File: config.mk
export PLATFORM = sky130hd
export DESIGN_NAME = uart_regbank
export DESIGN_NICKNAME = d
export VERILOG_FILES = /design/src/rtl/uart_regbank.sv
export SDC_FILE = /design/constraint.sdc
export NUM_CORES = 1
export LEC_CHECK = 0
export ABC_AREA = 1
export BUFFER_PORTS_ARGS = -buffer_cell sky130_fd_sc_hd__buf_2
export CAP_MARGIN = 20
export CORE_ASPECT_RATIO = 0.5
export CORE_MARGIN = 2
export CORE_UTILIZATION = 55
export CTS_BUF_LIST = sky130_fd_sc_hd__clkbuf_8 sky130_fd_sc_hd__clkbuf_16
export CTS_CLUSTER_DIAMETER = 40
export DETAILED_ROUTE_END_ITERATION = 10
export PLACE_DENSITY = 0.85
export SETUP_SLACK_MARGIN = 0.5
export SLEW_MARGIN = 10
export SYNTH_ARGS = -nofsm -noshare
export SYNTH_HDL_FRONTEND = slang
export SYNTH_SLANG_ARGS = --single-unit
File: constraint.sdc
create_clock -name clk -period 5.2 [get_ports clk]
set_input_delay 1.04 -clock clk [delete_from_list [all_inputs] [get_ports clk]]
set_output_delay 1.04 -clock clk [all_outputs]
set_load 0.005 [all_outputs]
File: src/rtl/uart_regbank.sv
module uart_regbank #(
  parameter int DEPTH = 32,
  parameter int AW    = 10
) (
  input  logic          clk,
  input  logic          rst_n,
  input  logic          bus_req,
  input  logic          bus_we,
  input  logic [AW-1:0] bus_addr,
  input  logic [31:0]   bus_wdata,
  output logic [31:0]   bus_rdata,
  input  logic          rx_valid,
  input  logic [7:0]    rx_byte,
  input  logic          tx_ready,
  output logic [7:0]    tx_data,
  output logic          tx_avail,
  output logic          irq_tx_wm,
  output logic          irq_rx_wm,
  output logic          irq_tx_empty,
  output logic          irq_rx_ovf
);
  localparam int PW = $clog2(DEPTH);
  localparam int LW = $clog2(DEPTH + 1);
  localparam int WW = AW - 2;
  localparam logic [WW-1:0] W_STATE = WW'(0), W_EN = WW'(1), W_TEST = WW'(2),
                            W_CTRL = WW'(3), W_STAT = WW'(4), W_RDAT = WW'(5),
                            W_WDAT = WW'(6), W_FCTL = WW'(7), W_FSTAT = WW'(8);

  logic [7:0]    mem [DEPTH];
  logic [PW-1:0] rd_ptr, wr_ptr;
  logic [LW-1:0] level, lvl_next, thr;
  logic [3:0]    int_st, int_en, events, clr, tst;
  logic          tx_en, rx_en, tx_ovf, rx_empty, rx_idle;
  logic [2:0]    thr_code;
  logic [7:0]    rx_data;

  wire [WW-1:0] widx    = bus_addr[AW-1:2];
  wire          aligned = (bus_addr[1:0] == 2'b00);
  wire          wr      = bus_req & bus_we & aligned;
  wire          rd      = bus_req & ~bus_we & aligned;

  wire full      = (level == LW'(DEPTH));
  wire fifo_rst  = wr & (widx == W_FCTL) & bus_wdata[1];
  wire push_req  = wr & (widx == W_WDAT);
  wire push      = push_req & ~full & ~fifo_rst;
  wire drop      = push_req & full;
  wire pop       = tx_ready & tx_en & (level != '0) & ~fifo_rst;
  wire rx_take   = rx_valid & rx_en;

  assign lvl_next = level + LW'(push) - LW'(pop);
  assign thr      = (thr_code > 3'd4) ? LW'(16) : (LW'(1) << thr_code);

  wire wm_set    = push & (lvl_next >= thr);
  wire wm_clr    = pop & (lvl_next < thr);
  wire empty_set = pop & (lvl_next == '0);

  assign events = {rx_take & ~rx_empty, empty_set, rx_take, wm_set};
  assign tst    = (wr && widx == W_TEST)  ? bus_wdata[3:0] : 4'h0;
  assign clr    = ((wr && widx == W_STATE) ? bus_wdata[3:0] : 4'h0) | {3'b000, wm_clr};

  always_ff @(posedge clk or negedge rst_n) begin
    if (!rst_n) begin
      int_st   <= '0;
      int_en   <= '0;
      tx_en    <= 1'b0;
      rx_en    <= 1'b0;
      thr_code <= '0;
      tx_ovf   <= 1'b0;
    end else begin
      int_st <= (int_st & ~clr) | events | tst;
      if (wr && widx == W_EN) int_en <= bus_wdata[3:0];
      if (wr && widx == W_CTRL) begin
        tx_en <= bus_wdata[0];
        rx_en <= bus_wdata[1];
      end
      if (wr && widx == W_FCTL) thr_code <= bus_wdata[6:4];
      if (fifo_rst) tx_ovf <= 1'b0;
      else if (drop) tx_ovf <= 1'b1;
    end
  end

  always_ff @(posedge clk or negedge rst_n) begin
    if (!rst_n) begin
      level  <= '0;
      rd_ptr <= '0;
      wr_ptr <= '0;
    end else if (fifo_rst) begin
      level  <= '0;
      rd_ptr <= '0;
      wr_ptr <= '0;
    end else begin
      level <= lvl_next;
      if (push) wr_ptr <= wr_ptr + PW'(1);
      if (pop)  rd_ptr <= rd_ptr + PW'(1);
    end
  end

  always_ff @(posedge clk) begin
    if (push) mem[wr_ptr] <= bus_wdata[7:0];
  end

  always_ff @(posedge clk or negedge rst_n) begin
    if (!rst_n) begin
      rx_data  <= '0;
      rx_empty <= 1'b1;
      rx_idle  <= 1'b1;
    end else if (rx_take) begin
      rx_data  <= rx_byte;
      rx_empty <= 1'b0;
      rx_idle  <= 1'b0;
    end else if (rd && widx == W_RDAT && rx_en) begin
      rx_empty <= 1'b1;
      rx_idle  <= 1'b1;
    end
  end

  wire tx_mt = (level == '0);

  always_comb begin
    bus_rdata = '0;
    if (rd) begin
      case (widx)
        W_STATE: bus_rdata = {28'b0, int_st};
        W_EN:    bus_rdata = {28'b0, int_en};
        W_CTRL:  bus_rdata = {30'b0, rx_en, tx_en};
        W_STAT:  bus_rdata = {25'b0, tx_ovf, rx_empty, rx_idle, tx_mt, tx_mt, ~rx_empty, full};
        W_RDAT:  bus_rdata = {24'b0, rx_data};
        W_FCTL:  bus_rdata = {25'b0, thr_code, 4'b0};
        W_FSTAT: bus_rdata = 32'(level);
        default: bus_rdata = '0;
      endcase
    end
  end

  assign tx_data      = mem[rd_ptr];
  assign tx_avail     = ~tx_mt & tx_en;
  assign irq_tx_wm    = int_st[0] & int_en[0];
  assign irq_rx_wm    = int_st[1] & int_en[1];
  assign irq_tx_empty = int_st[2] & int_en[2];
  assign irq_rx_ovf   = int_st[3] & int_en[3];
endmodule


; Yosys cells after proc, flatten, opt, wreduce, memory -nomap -nowiden
; Memories as Yosys holds them, arrays and structs flattened.
; Cells that the tools add are included.
; W data, S select, Z words.
[word_totals]
register_bits = 39
ram_bits = 256
input_bits = 56
out_inout_bits = 45
mem_count = 1
[mem_list]
columns = memory, words, word_bits, read_ports, rd_ports_with_merged_regs, write_ports, line_no
row1 = mem, 32, 8, 1, 0, 1, 29  ; logic [7:0] mem [DEPTH];
[classes]
n_addsub = 4
n_lt_le_gt_ge = 3
eq_ne = 9
shift = 1
n_mux = 16
bitwise_logic = 33
n_reduce_logical = 16
[op_table]
columns = operator, n
row1 = $pmux W8 S7, 1
row2 = $eq A8 B3 Y1 const B, 4
row3 = $and A1 B1 Y1, 23
row4 = $mux W5, 4
row5 = $eq A8 B2 Y1 const B, 2
row6 = $logic_not A6 Y1, 2
row7 = $mux W6, 2
row8 = $add A5 B1 Y5 const B, 2
row9 = $eq A8 B1 Y1 const B, 1
row10 = $eq A8 B4 Y1 const B, 1
row11 = $logic_not A8 Y1, 1
row12 = $mux W4, 2
row13 = $mux W8, 1
row14 = $or A4 B4 Y4, 2
row15 = $reduce_bool A2 Y1, 4
row16 = $logic_and A1 B1 Y1, 7
row17 = $add A6 B1 Y6, 1
row18 = $eq A6 B6 Y1 const B, 1
row19 = $ge A6 B6 Y1, 1
row20 = $lt A6 B6 Y1, 1
row21 = $mux W1, 6
row22 = $reduce_bool A6 Y1, 1
row23 = $shl A1 B3 Y6 const A, 1
row24 = $sub A6 B1 Y6, 1
row25 = other kinds (6), 10

; Longest topological paths before layout
; Gate-level depths: netlist of the first run.
[depth]
ltp_word = 15
ltp_mapped = 24

; Least setup slack after synthesis of the first run
; No wires, ideal clock.
[synth_timing]
kind = in2reg
start = input bus_addr[9]
end = register int_st[0]
arrival_time_ps = 3678
path_slack_ps = 1401
path_stages = 21
path_buffers = 0
path_cell_list = nor2_2 -> nand2_4 -> nor3_2 -> nand2_1 -> nor2_4 -> inv_1 -> ha_1 -> inv_1 -> ha_1 -> fa_1 -> nand3_1 -> nand2_1 -> nand2_1 -> nand2_1 -> ha_1 -> nand2_1 -> nor2_1 -> o21ai_0 -> nand3_1 -> a21oi_1 -> nand2_1
[synth_between]
elab_chain_cells = 14
word_cells_on_any_way = 26
[synth_rtl]
columns = element, line_no
row1 = "start, declared", 9  ; input logic [AW-1:0] bus_addr,
row2 = $eq A8 B3 Y1, 43  ; wire fifo_rst = wr & (widx == W_FCTL) & bus_wdata[1];
row3 = $and A1 B1 Y1 (2 in a row), 43
row4 = $not A1 Y1, "45, 47"
row5 = $and A1 B1 Y1, 45  ; wire push = push_req & ~full & ~fifo_rst;
row6 = $add A6 B1 Y6, 50  ; assign lvl_next = level + LW'(push) - LW'(pop);
row7 = $sub A6 B1 Y6, 50
row8 = $lt A6 B6 Y1, 54  ; wire wm_clr = pop & (lvl_next < thr);
row9 = $and A1 B1 Y1, 54
row10 = $or A4 B1 Y4, 59  ; assign clr = ((wr && widx == W_STATE) ? bus_wdata[3:0] : 4'h0) | {3'b000, wm_clr};
row11 = $not A4 Y4, 70  ; int_st <= (int_st & ~clr) | events | tst;
row12 = $and A4 B4 Y4, 70
row13 = $or A4 B4 Y4, 70
row14 = $or A4 B4 Y4 *, 70
row15 = "end signal, assigned", 70
row16 = "end, declared", 32  ; logic [3:0] int_st, int_en, events, clr, tst;
; Every way passes the cells marked *; elsewhere a longest branch is shown, timed or not.
; A chain may end at the register's enable or synchronous reset.

; Worst setup path after layout of the first run
[layout_timing]
start = register rd_ptr[2]
end = output tx_data[1]
[layout_between]
elab_chain_cells = 1
[layout_rtl]
columns = element, line_no
row1 = "start, declared", 30  ; logic [PW-1:0] rd_ptr, wr_ptr;
row2 = "start signal, assigned", 94  ; if (pop) rd_ptr <= rd_ptr + PW'(1);
row3 = $mem_v2 Z32 W8, n/a
row4 = "end, declared", 15  ; output logic [7:0] tx_data,
; No other way between the ends.

==> results of run 1 <==
[logic make-up after synthesis]
kind of cell | count (synthesis) | share of synthesized area
xor gates and xnor gates | 1 | 0.000631
and+or+nand+nor | 802 | 0.246
other | 2 | 0.000541
buffers and inverters | 274 | 0.0856
adders and majority gates | 21 | 0.0195
DFF | 295 | 0.625
AOI/OAI and AO/OA | 58 | 0.0234
[metal layers]
metal,GRT usage,vias to the layer above,share of wire
met3,0.0486,85,0.098
met1,0.322,4685,0.40
met4,0.0980,0,0.034
met5,0,-,0
met2,0.402,578,0.47
li1,-,4757,-
[power by group through the flow]
stage | registers (W) | logic [W] | clock network (W)
after global placement | 0.00268 | 0.000820 | 0
final | 0.00264 | 0.000872 | 0.00195
after CTS | 0.00264 | 0.000865 | 0.00195
after global routing | 0.00264 | 0.000987 | 0.00204
after floorplan | 0.00267 | 0.000620 | 0
after detailed placement | 0.00269 | 0.000853 | 0
[final timing paths]
kind / start / endpoint / slack (ns) / depth (start not counted)
min in group asynchronous: rst_n / rx_data[3]$_DFFE_PN0P_ / 0.60 / 1
worst min-delay path: rx_data[4]$_DFFE_PN0P_ / rx_data[4]$_DFFE_PN0P_ / 0.49 / 2
worst max register to register: level[2]$_DFF_PN0_ / int_st[0]$_DFF_PN0_ / 1.43 / 22
worst max-delay path: rd_ptr[2]$_DFFE_PN0P_ / tx_data[1] / 0.86 / 8
max in group asynchronous: rst_n / rd_ptr[0]$_DFFE_PN0P_ / 3.96 / 1
worst min register to register: rx_data[4]$_DFFE_PN0P_ / rx_data[4]$_DFFE_PN0P_ / 0.49 / 2
[critical path, cell delays in order (launching register included)]
cell,delay (ns)
dfrtp_1,0.91
inv_2,0.39
nand2_1,0.66
a21oi_1,0.12
nor2_1,0.20
nand2_1,0.15
nand2_1,0.14
inv_1,0.04
buf_2,0.12
[state kept, by name (all words and copies together) (netlist names)]
signal    cells
int_en        4
level         6
thr_code      3
rx_data       8
int_st        4
rx_idle       1
rd_ptr        5
tx_en         1
wr_ptr        5
tx_ovf        1
mem         256
rx_en         1
[metrics by stage]
stage | std cells | util
after global routing | 1851 | 0.605
after floorplan | 1476 | -
after CTS | 1851 | 0.605
after global placement | 1802 | 0.571
after detailed placement | 1802 | 0.571
final | 1851 | 0.605
[layout make-up]
type | instances | area (um2)
clock buffer | 30 | 717
clock inverter | 19 | 139
fill | 1950 | 9860
inverter | 195 | 733
multi-input combinational | 907 | 4110
sequential | 295 | 8670
tap | 344 | 430
timing repair buffer | 61 | 328
[cell usage in the layout (no fill, tap or decap), types with 4 or more instances in the layout]
| cell | count |
|---|---|
| a21oi_1 | 27 |
| buf_2 | 52 |
| buf_4 | 9 |
| clkbuf_16 | 27 |
| clkinv_1 | 8 |
| clkinv_2 | 7 |
| conb_1 | 25 |
| dfrtp_1 | 36 |
| edfxtp_1 | 256 |
| ha_1 | 20 |
| inv_1 | 185 |
| inv_2 | 9 |
| nand2_1 | 485 |
| nand2_2 | 5 |
| nand3_1 | 201 |
| nand4_1 | 9 |
| nor2_1 | 79 |
| nor2_2 | 6 |
| nor3_1 | 4 |
| o211ai_1 | 11 |
| o21ai_1 | 14 |
==> key figures, run 1 <==
Placement
  – Dpl ws: 0.947 ns
  – DP Wirelength: 20,000 um
  – Port Buf Inserts: 52
  – Final Wtd Congestion: 0.883
  – Dpl cell area: 14,300 um2

STA
  – Max-slew violations: 0
  – Worst Setup Slack, final: 0.859 ns
  – Worst Max-Slew Pin Slew: 0.979 ns
  – Setup violations, final: 0
  – RSZ-0062 raised after global routing: no
  – Clock period minus worst slack: 4.34 ns
  – Clk_skew: 0.0309 ns
  – Final period util: 0.835
  – Final Hold Fails: 0
  – Setup TNS: 0 ns
  – Hold_ws: 0.488 ns
  – Fmax: 230 MHz
  – Slew headroom: 0.346

Floorplan
  – Initial Util: 0.555
  – Die width: 229 um
  – Die height: ~120 um
  – Area of the core: approximately 25,000 um2
  – Row count: 41
  – # IOs: 101
  – Die ar.: 26,600 um2

Final layout
  – Design Area, Final: between 15,000 and 20,000 um2
  – Layout area overhead: 9.02%
  – Nets@finish: 1,564
  – Share of post-route cells with drive strength above 1: 0.0902
  – Ant diodes: 0

Clocking
  – CTS resizes: 0
  – Worst-case clock buffer depth: 3
  – Worst-path clk slew: 0.07 ns
  – Clock Sinks: 295
  – Clock Latency Late Sink: 0.58 ns
  – Post-CTS Setup Repair Bufs: 0
  – Depth of the CTS H-tree: 1
  – Post-CTS Hold Fix Bufs: 0
  – Clock Tree Root: clkbuf_16
  – CTS buffer count: 27
  – CTS tree: yes

Power
  – Max rail drop VDD: around 280 uV
  – Clock Power Share: 0.357
  – Comb pwr share: 0.160
  – Int Power: between 0.003 and 0.004 W
  – Total chip power: 0.00546 W
  – Sw power: roughly 0.0015 W
  – Leakage: 6.61 nW
  – Sw frac: 0.280
  – Pwr Density: 361 nW/um2
  – Seq pwr share: 0.483

Logic synthesis
  – Cells after synthesis: ~1,500
  – Async SR Flop Fraction: 0.132
  – Post-synth EDFFs: 256
  – Most frequent cell after synthesis: nand2_1
  – Top cells by count, synth: nand2_1 (485), edfxtp_1 (256), nand3_1 (201), inv_1 (182), nor2_1 (79)
  – Primary FF master, synth: edfxtp_1
  – Library cells used by synthesis: 39
  – Synth top area cells: edfxtp_1 (55%), nand2_1 (13%), nand3_1 (7.3%)
  – Post-Syn Area: 13,900 um2
  – Yosys warns: 0
  – Post-synth top area share: 0.554
  – Avg Synthesized Cell Area: 9.55 um2
  – Seq cells post-synth: ~300
  – Sequential area share after synthesis: 0.625
  – Leading area contributor after synthesis: edfxtp_1

Detailed routing
  – DR vias: 10,100
  – Initial DRT Pass Iterations: 7
  – Vias per std cell: 5.46
  – Drt total wl: 32,600 um
  – Avg WL per Cell: 17.6 um
  – Post-route DRC violation count: 0
  – DR iter-0 viols: 1,161
  – ANT nets after route: 0

Critical path
  – Crit Path Category: flop to primary output
  – Crit start category: flop
  – Crit. End Element: primary output
  – Critical Path Fanout Max: 19
  – Worst Path Arrival: 3.30 ns
  – CP required: 4.16 ns

Global route
  – Number of global-route vias before repair: 9,601
  – GRT Residual Overflow: 0
  – All-Layer GR Usage: 0.243
  – Initial antenna violation count: 0
  – First-pass GRT wire length: ~50,000 um
  – Largest net degree at the start of global routing: 70

Outcome
  – Outcome: completed

Job
  – Max_cap viols: 0

Min path
  – Hold crit path type: flop to flop
No activity file was read; power rests on OpenSTA's default activity.
==> run 2: changes to the inputs <==
==> constraint.sdc (replaced) <==
create_clock -name clk -period 4 [get_ports clk]
set_input_delay 0.8 -clock clk [delete_from_list [all_inputs] [get_ports clk]]
set_output_delay 0.8 -clock clk [all_outputs]
set_load 0.005 [all_outputs]
==> key figures, run 2 (synthesized netlist as in run 1, its figures left out) <==
Outcome
  – Outcome: completed

Clocking
  – CTS buffer count: 28
  – Clock Sinks: 295
  – CTS tree: yes
  – Post-CTS Hold Fix Bufs: 0
  – Worst-case clock buffer depth: 3
  – Worst-path clk slew: 0.07 ns
  – Clock Latency Late Sink: 0.57 ns
  – Clock Tree Root: clkbuf_16
  – Depth of the CTS H-tree: 1

Min path
  – Hold crit path type: input port to asynchronous set/reset pin

Final layout
  – Fillcell total: 1,868
  – Most frequent cells in the layout: nand2_1 (483), edfxtp_1 (256), nand3_1 (201), inv_1 (181), nor2_1 (78)
  – Ant diodes: 0
  – Biggest register: mem
  – Layout area overhead: 11.2%
  – Nets@finish: 1,575
  – Max FFs per register: 256
  – Design Area, Final: 15,400 um2
  – Regs by FF count: mem: 256 flops, rx_data: 8 flops, level: 6 flops
  – Most common cell after layout, fill and taps aside: nand2_1
  – Share of post-route cells with drive strength above 1: 0.105

Floorplan
  – Row count: 41
  – Die ar.: between 20,000 and 30,000 um2
  – Initial Util: 0.555
  – Die width: 229 um
  – # IOs: 101
  – Area of the core: 25,000 um2
  – Die height: roughly 120 um

STA
  – Final period util: 0.859
  – Clk_skew: 0.0263 ns
  – Setup TNS: 0 ns
  – Setup violations, final: 0
  – Fmax: 291 MHz
  – Final Hold Fails: 0
  – RSZ-0062 raised after global routing: yes
  – Max-slew violations: 0
  – Worst Setup Slack, final: 0.562 ns
  – Clock period minus worst slack: 3.44 ns
  – Slew headroom: 0.403
  – Worst Max-Slew Pin Slew: 0.895 ns

Power
  – Seq pwr share: 0.453
  – Max rail drop VDD: between 500 and 600 uV
  – Clock Power Share: 0.392
  – Comb pwr share: 0.154
  – Int Power: ~0.0055 W
  – Leakage: 6.72 nW
  – Pwr Density: 490 nW/um2
  – Sw frac: 0.269
  – Sw power: between 0.002 and 0.0025 W

Global route
  – All-Layer GR Usage: 0.240
  – GRT met3 Usage: 0.0386
  – First-pass GRT wire length: 49,500 um
  – Busiest grt layer: met2
  – Routing usage on met2: 0.406
  – GRT Residual Overflow: 0
  – GR Util met1: 0.319
  – Number of global-route vias before repair: 9,497
  – Largest net degree at the start of global routing: 75
  – Initial antenna violation count: 0

Critical path
  – Critical Path Fanout Max: 19
  – Worst Path Arrival: 2.64 ns
  – R2r endpoint: int_st[0]$_DFF_PN0_
  – Critical path's largest stage delay: 0.37 ns
  – Reg2reg path depth: 22
  – RR Startpoint: level[3]$_DFF_PN0_
  – Buffers and inverters on the worst path: 4
  – Crit Path Category: flop to primary output
  – Crit. End Element: primary output
  – Crit path cell chain: buf_4 -> clkinv_2 -> nand2_4 -> a21oi_1 -> nor2_1 -> nand2_1 -> nand2_1 -> inv_1 -> buf_2
  – Setup slack, reg-to-reg: roughly 0.66 ns
  – Slowest stage cell, crit path: clkinv_2
  – Crit start category: flop
  – Top delay family on crit path: simple AND/OR/NAND/NOR gates
  – Cell mode on critical path: nand2_1
  – CP required: between 3 and 4 ns

Detailed routing
  – Drt total wl: 32,200 um
  – Avg WL per Cell: roughly 17 um
  – DR iter-0 viols: roughly 1,400
  – Post-route DRC violation count: 0
  – DR vias: ~10,000
  – ANT nets after route: 0
  – Initial DRT Pass Iterations: 7
  – Vias per std cell: ~5.5

Placement
  – Dpl cell area: 14,300 um2
  – DP Wirelength: 19,300 um
  – Port Buf Inserts: 52
  – Final Wtd Congestion: 0.932
  – Dpl ws: 0.212 ns

Job
  – Max_cap viols: 0
-- run 2: changes by cell type in the layout (fill, tap and decap cells not counted), sizes merged --
cell and change:
inv -3, clkbuf -2, buf +10, bufinv +6, clkinv -2, clkinvlp +4
-- run 2: metal layers --
| metal | vias up | wire length (um) |
|---|---|---|
| li1 | 4778 | - |
| met1 | 4755 | 12900 |
| met3 | 94 | 3010 |
| met2 | 600 | 15400 |
| met5 | - | 0 |
| met4 | 0 | 1020 |
-- run 2: how the worst max path moves through the flow --
stage,start,endpoint,cells past startpoint
floorplan,bus_addr[7],int_st[0]$_DFF_PN0_,21
global placement,bus_addr[1],int_st[0]$_DFF_PN0_,20
detailed placement,bus_addr[1],int_st[0]$_DFF_PN0_,20
CTS,rd_ptr[1]$_DFFE_PN0P_,tx_data[1],9
global route,level[3]$_DFF_PN0_,int_st[0]$_DFF_PN0_,22
finish,rd_ptr[2]$_DFFE_PN0P_,tx_data[3],9
-- run 2: power by group through the flow --
| stage | sequential, W | combinational [W] | clock [W] |
|---|---|---|---|
| after floorplan | 0.00347 | 0.000807 | 0 |
| after global routing | 0.00343 | 0.00132 | 0.00309 |
| after detailed placement | 0.00349 | 0.00110 | 0 |
| final | 0.00343 | 0.00117 | 0.00296 |
| after global placement | 0.00349 | 0.00107 | 0 |
| after CTS | 0.00342 | 0.00113 | 0.00296 |
-- run 2: layout make-up --
cell class                 count  area [um2]  share of cell area
clock inverter                24         340              0.0221
clock buffer                  28         701              0.0454
inverter                     195         743              0.0482
timing repair buffer          71         423              0.0274
multi-input combinational    907        4120               0.267
sequential                   295        8670               0.562
tap                          344         430              0.0279
-- run 2: repair_timing --
action | in CTS | in global routing
resized for setup | 3 | 10
buffers inserted | 1 | 4
setup endpoints to repair | 8 | 9
pin swaps | 0 | 3
-- run 2: per-stage QoR --
stage          hold WS (ns)  utilization  power, W  std cells
2_1_floorplan         0.441            -   0.00428       1476
3_3_place_gp          0.458        0.573   0.00456       1807
3_5_place_dp          0.460        0.573   0.00459       1807
4_1_cts               0.401        0.616   0.00751       1860
5_1_grt               0.442        0.618   0.00783       1864
6_report              0.374        0.618   0.00756       1864
==> run 3: changes to the inputs <==
--- a/config.mk
+++ b/config.mk
@@ -15,6 +15,7 @@
 export CTS_CLUSTER_DIAMETER = 40
 export DETAILED_ROUTE_END_ITERATION = 10
 export PLACE_DENSITY = 0.85
+export RECOVER_POWER = 50
 export SETUP_SLACK_MARGIN = 0.5
 export SLEW_MARGIN = 10
 export SYNTH_ARGS = -nofsm -noshare
==> key figures, run 3 (synthesized netlist as in run 1, its figures left out) <==
Clocking
  – Clock Latency Late Sink: ~0.56 ns
  – CTS tree: yes
  – Worst-path clk slew: 0.07 ns
  – Clock Tree Root: clkbuf_16
  – Clock Sinks: 295
  – Post-CTS Hold Fix Bufs: 0
  – Worst-case clock buffer depth: 3
  – Depth of the CTS H-tree: 1
  – CTS buffer count: 28

Global route
  – Largest net degree at the start of global routing: 75
  – All-Layer GR Usage: 0.240
  – Initial antenna violation count: 0
  – GRT Residual Overflow: 0
  – Number of global-route vias before repair: around 9,500
  – First-pass GRT wire length: about 50,000 um

Power
  – Leakage: 6.69 nW
  – Pwr Density: just under 500 nW/um2
  – Max rail drop VDD: between 500 and 600 uV

Critical path
  – WP depth: 9
  – Worst Setup SP: rd_ptr[2]$_DFFE_PN0P_
  – Critical path's largest stage delay: ~0.37 ns
  – Setup slack, reg-to-reg: 0.64 ns
  – Crit Path Category: flop to primary output
  – R2r endpoint: int_st[0]$_DFF_PN0_
  – Crit. End Element: primary output
  – Reg2reg path depth: 22
  – Worst Path Arrival: 2.65 ns
  – Cell mode on critical path: nand2_1
  – RR Startpoint: level[3]$_DFF_PN0_
  – Crit start category: flop
  – Buffers and inverters on the worst path: 4
  – CP required: about 3.2 ns
  – Crit path cell chain: buf_4 -> clkinv_2 -> nand2_4 -> a21oi_1 -> nor2_1 -> nand2_1 -> nand2_1 -> inv_1 -> buf_2
  – Critical Path Fanout Max: 19
  – Top delay family on crit path: buffers and inverters
  – Slowest stage cell, crit path: clkinv_2

Floorplan
  – Die ar.: 26,600 um2
  – Row count: 41
  – Initial Util: 0.555
  – # IOs: about 100
  – Die width: 229 um
  – Die height: 116 um
  – Area of the core: 25,000 um2

Outcome
  – Outcome: finished, violations left
  – Failing checks: capacitance limit, slew limit

Detailed routing
  – Post-route DRC violation count: 0
  – Avg WL per Cell: 17.3 um
  – ANT nets after route: 0
  – Drt total wl: 32,200 um
  – Initial DRT Pass Iterations: 5
  – DR iter-0 viols: 1,372
  – Vias per std cell: 5.48
  – DR vias: ~10,000

Final layout
  – Ant diodes: 0
  – Flip-flop and latch area: between 8000 and 9000 um2
  – Multi-input logic area: 4120 um2
  – Most frequent cells in the layout: nand2_1 (483), edfxtp_1 (256), nand3_1 (201), inv_1 (181), nor2_1 (78)
  – Non-filler instance count after layout: 1,864
  – Regs by FF count: mem: 256 flops, rx_data: 8 flops, level: 6 flops
  – Biggest register: mem
  – Nets@finish: 1,575
  – Layout area overhead: 11.1%
  – Most common cell after layout, fill and taps aside: nand2_1
  – Fillcell total: approximately 1,900
  – Share of post-route cells with drive strength above 1: 0.0980
  – Max FFs per register: 256

STA
  – Setup violations, final: 0
  – Final period util: 0.861
  – Fmax: just under 300 MHz
  – Slew headroom: -0.431
  – Worst Setup Slack, final: 0.554 ns
  – RSZ-0062 raised after global routing: yes
  – Max-slew violations: 279
  – Setup TNS: 0 ns
  – Final Hold Fails: 0
  – Clock period minus worst slack: 3.45 ns
  – Clk_skew: 0.0237 ns
  – Worst Max-Slew Pin Slew: 2.15 ns

Placement
  – Dpl ws: 0.212 ns
  – Placed instance count: 1,807
  – DP Wirelength: 19,300 um
  – Final Wtd Congestion: 0.932
  – Port Buf Inserts: 52

Min path
  – Hold path startpoint: rx_byte[1]
  – Hold crit path type: input port to flop
  – Min-Delay Path Depth: 3
  – Endpoint of the worst hold path: rx_data[1]$_DFFE_PN0P_

Job
  – Max_cap viols: 8
[run 3: cell count changes in the layout (fill, tap and decap cells not counted)]
cell	previous run	this run
clkbuf_1	0	11
buf_2	52	43
buf_4	16	14
[run 3: stage by stage]
stage	hold slack [ns]	power, W	utilization	area, um2
after floorplan	0.441	0.00428	-	14000
final	0.447	0.00755	0.617	15400
after global routing	0.458	0.00783	0.617	15400
after detailed placement	0.460	0.00459	0.573	14300
after CTS	0.401	0.00751	0.616	15400
after global placement	0.458	0.00456	0.573	14300
[run 3: what timing repair did]
item | CTS | global route
pin swaps | 0 | 3
resized for setup | 3 | 10
setup buffers | 1 | 4
endpoints found under the setup margin | 8 | 9
cloned | 0 | 0
[run 3: worst max path at each step]
| stage | endpoint | slack (ns) |
|---|---|---|
| 3_5_place_dp | int_st[0]$_DFF_PN0_ | 0.21 |
| 2_1_floorplan | int_st[0]$_DFF_PN0_ | 0.51 |
| 4_1_cts | tx_data[1] | 0.52 |
| 6_report | tx_data[1] | 0.55 |
| 3_3_place_gp | int_st[0]$_DFF_PN0_ | 0.25 |
| 5_1_grt | int_st[0]$_DFF_PN0_ | 0.46 |
[run 3: layer usage]
layer / wire [um] / track usage / share of wire
met1: 12600 / 0.319 / 0.39
met2: 15300 / 0.406 / 0.48
met3: 3260 / 0.0386 / 0.10
met4: 1010 / 0.0885 / 0.031
met5: 0 / 0 / 0
[run 3: where the power goes]
part	internal (W)	switching, W	total (W)
logic	0.000384	0.000780	0.00116
clock network	0.00176	0.00121	0.00296
registers	0.00339	0.0000413	0.00343
total	0.00553	0.00203	0.00755
[run 3: layout make-up]
type | instances | area share
Clock buffer | 28 | 0.0455
Clock inverter | 24 | 0.0221
Inverter | 195 | 0.0482
Multi-Input combinational cell | 907 | 0.268
Sequential cell | 295 | 0.563
Tap cell | 344 | 0.0279
Timing Repair Buffer | 71 | 0.0262
[run 3: worst reg2reg max path, stage by stage, from the launching register on]
cell,delay [ns]
dfrtp_1,0.40
inv_1,0.09
ha_1,0.17
nand4_1,0.15
nand2_1,0.16
inv_2,0.10
nand2_1,0.11
inv_2,0.07
ha_1,0.27
inv_1,0.04
ha_2,0.19
fa_2,0.37
nand3_1,0.12
nand2_1,0.06
nand2_1,0.08
nand2_1,0.09
ha_1,0.29
nand2_2,0.07
a21oi_1,0.04
nor2_1,0.13
nand3_1,0.08
a21oi_1,0.12
nand2_1,0.06
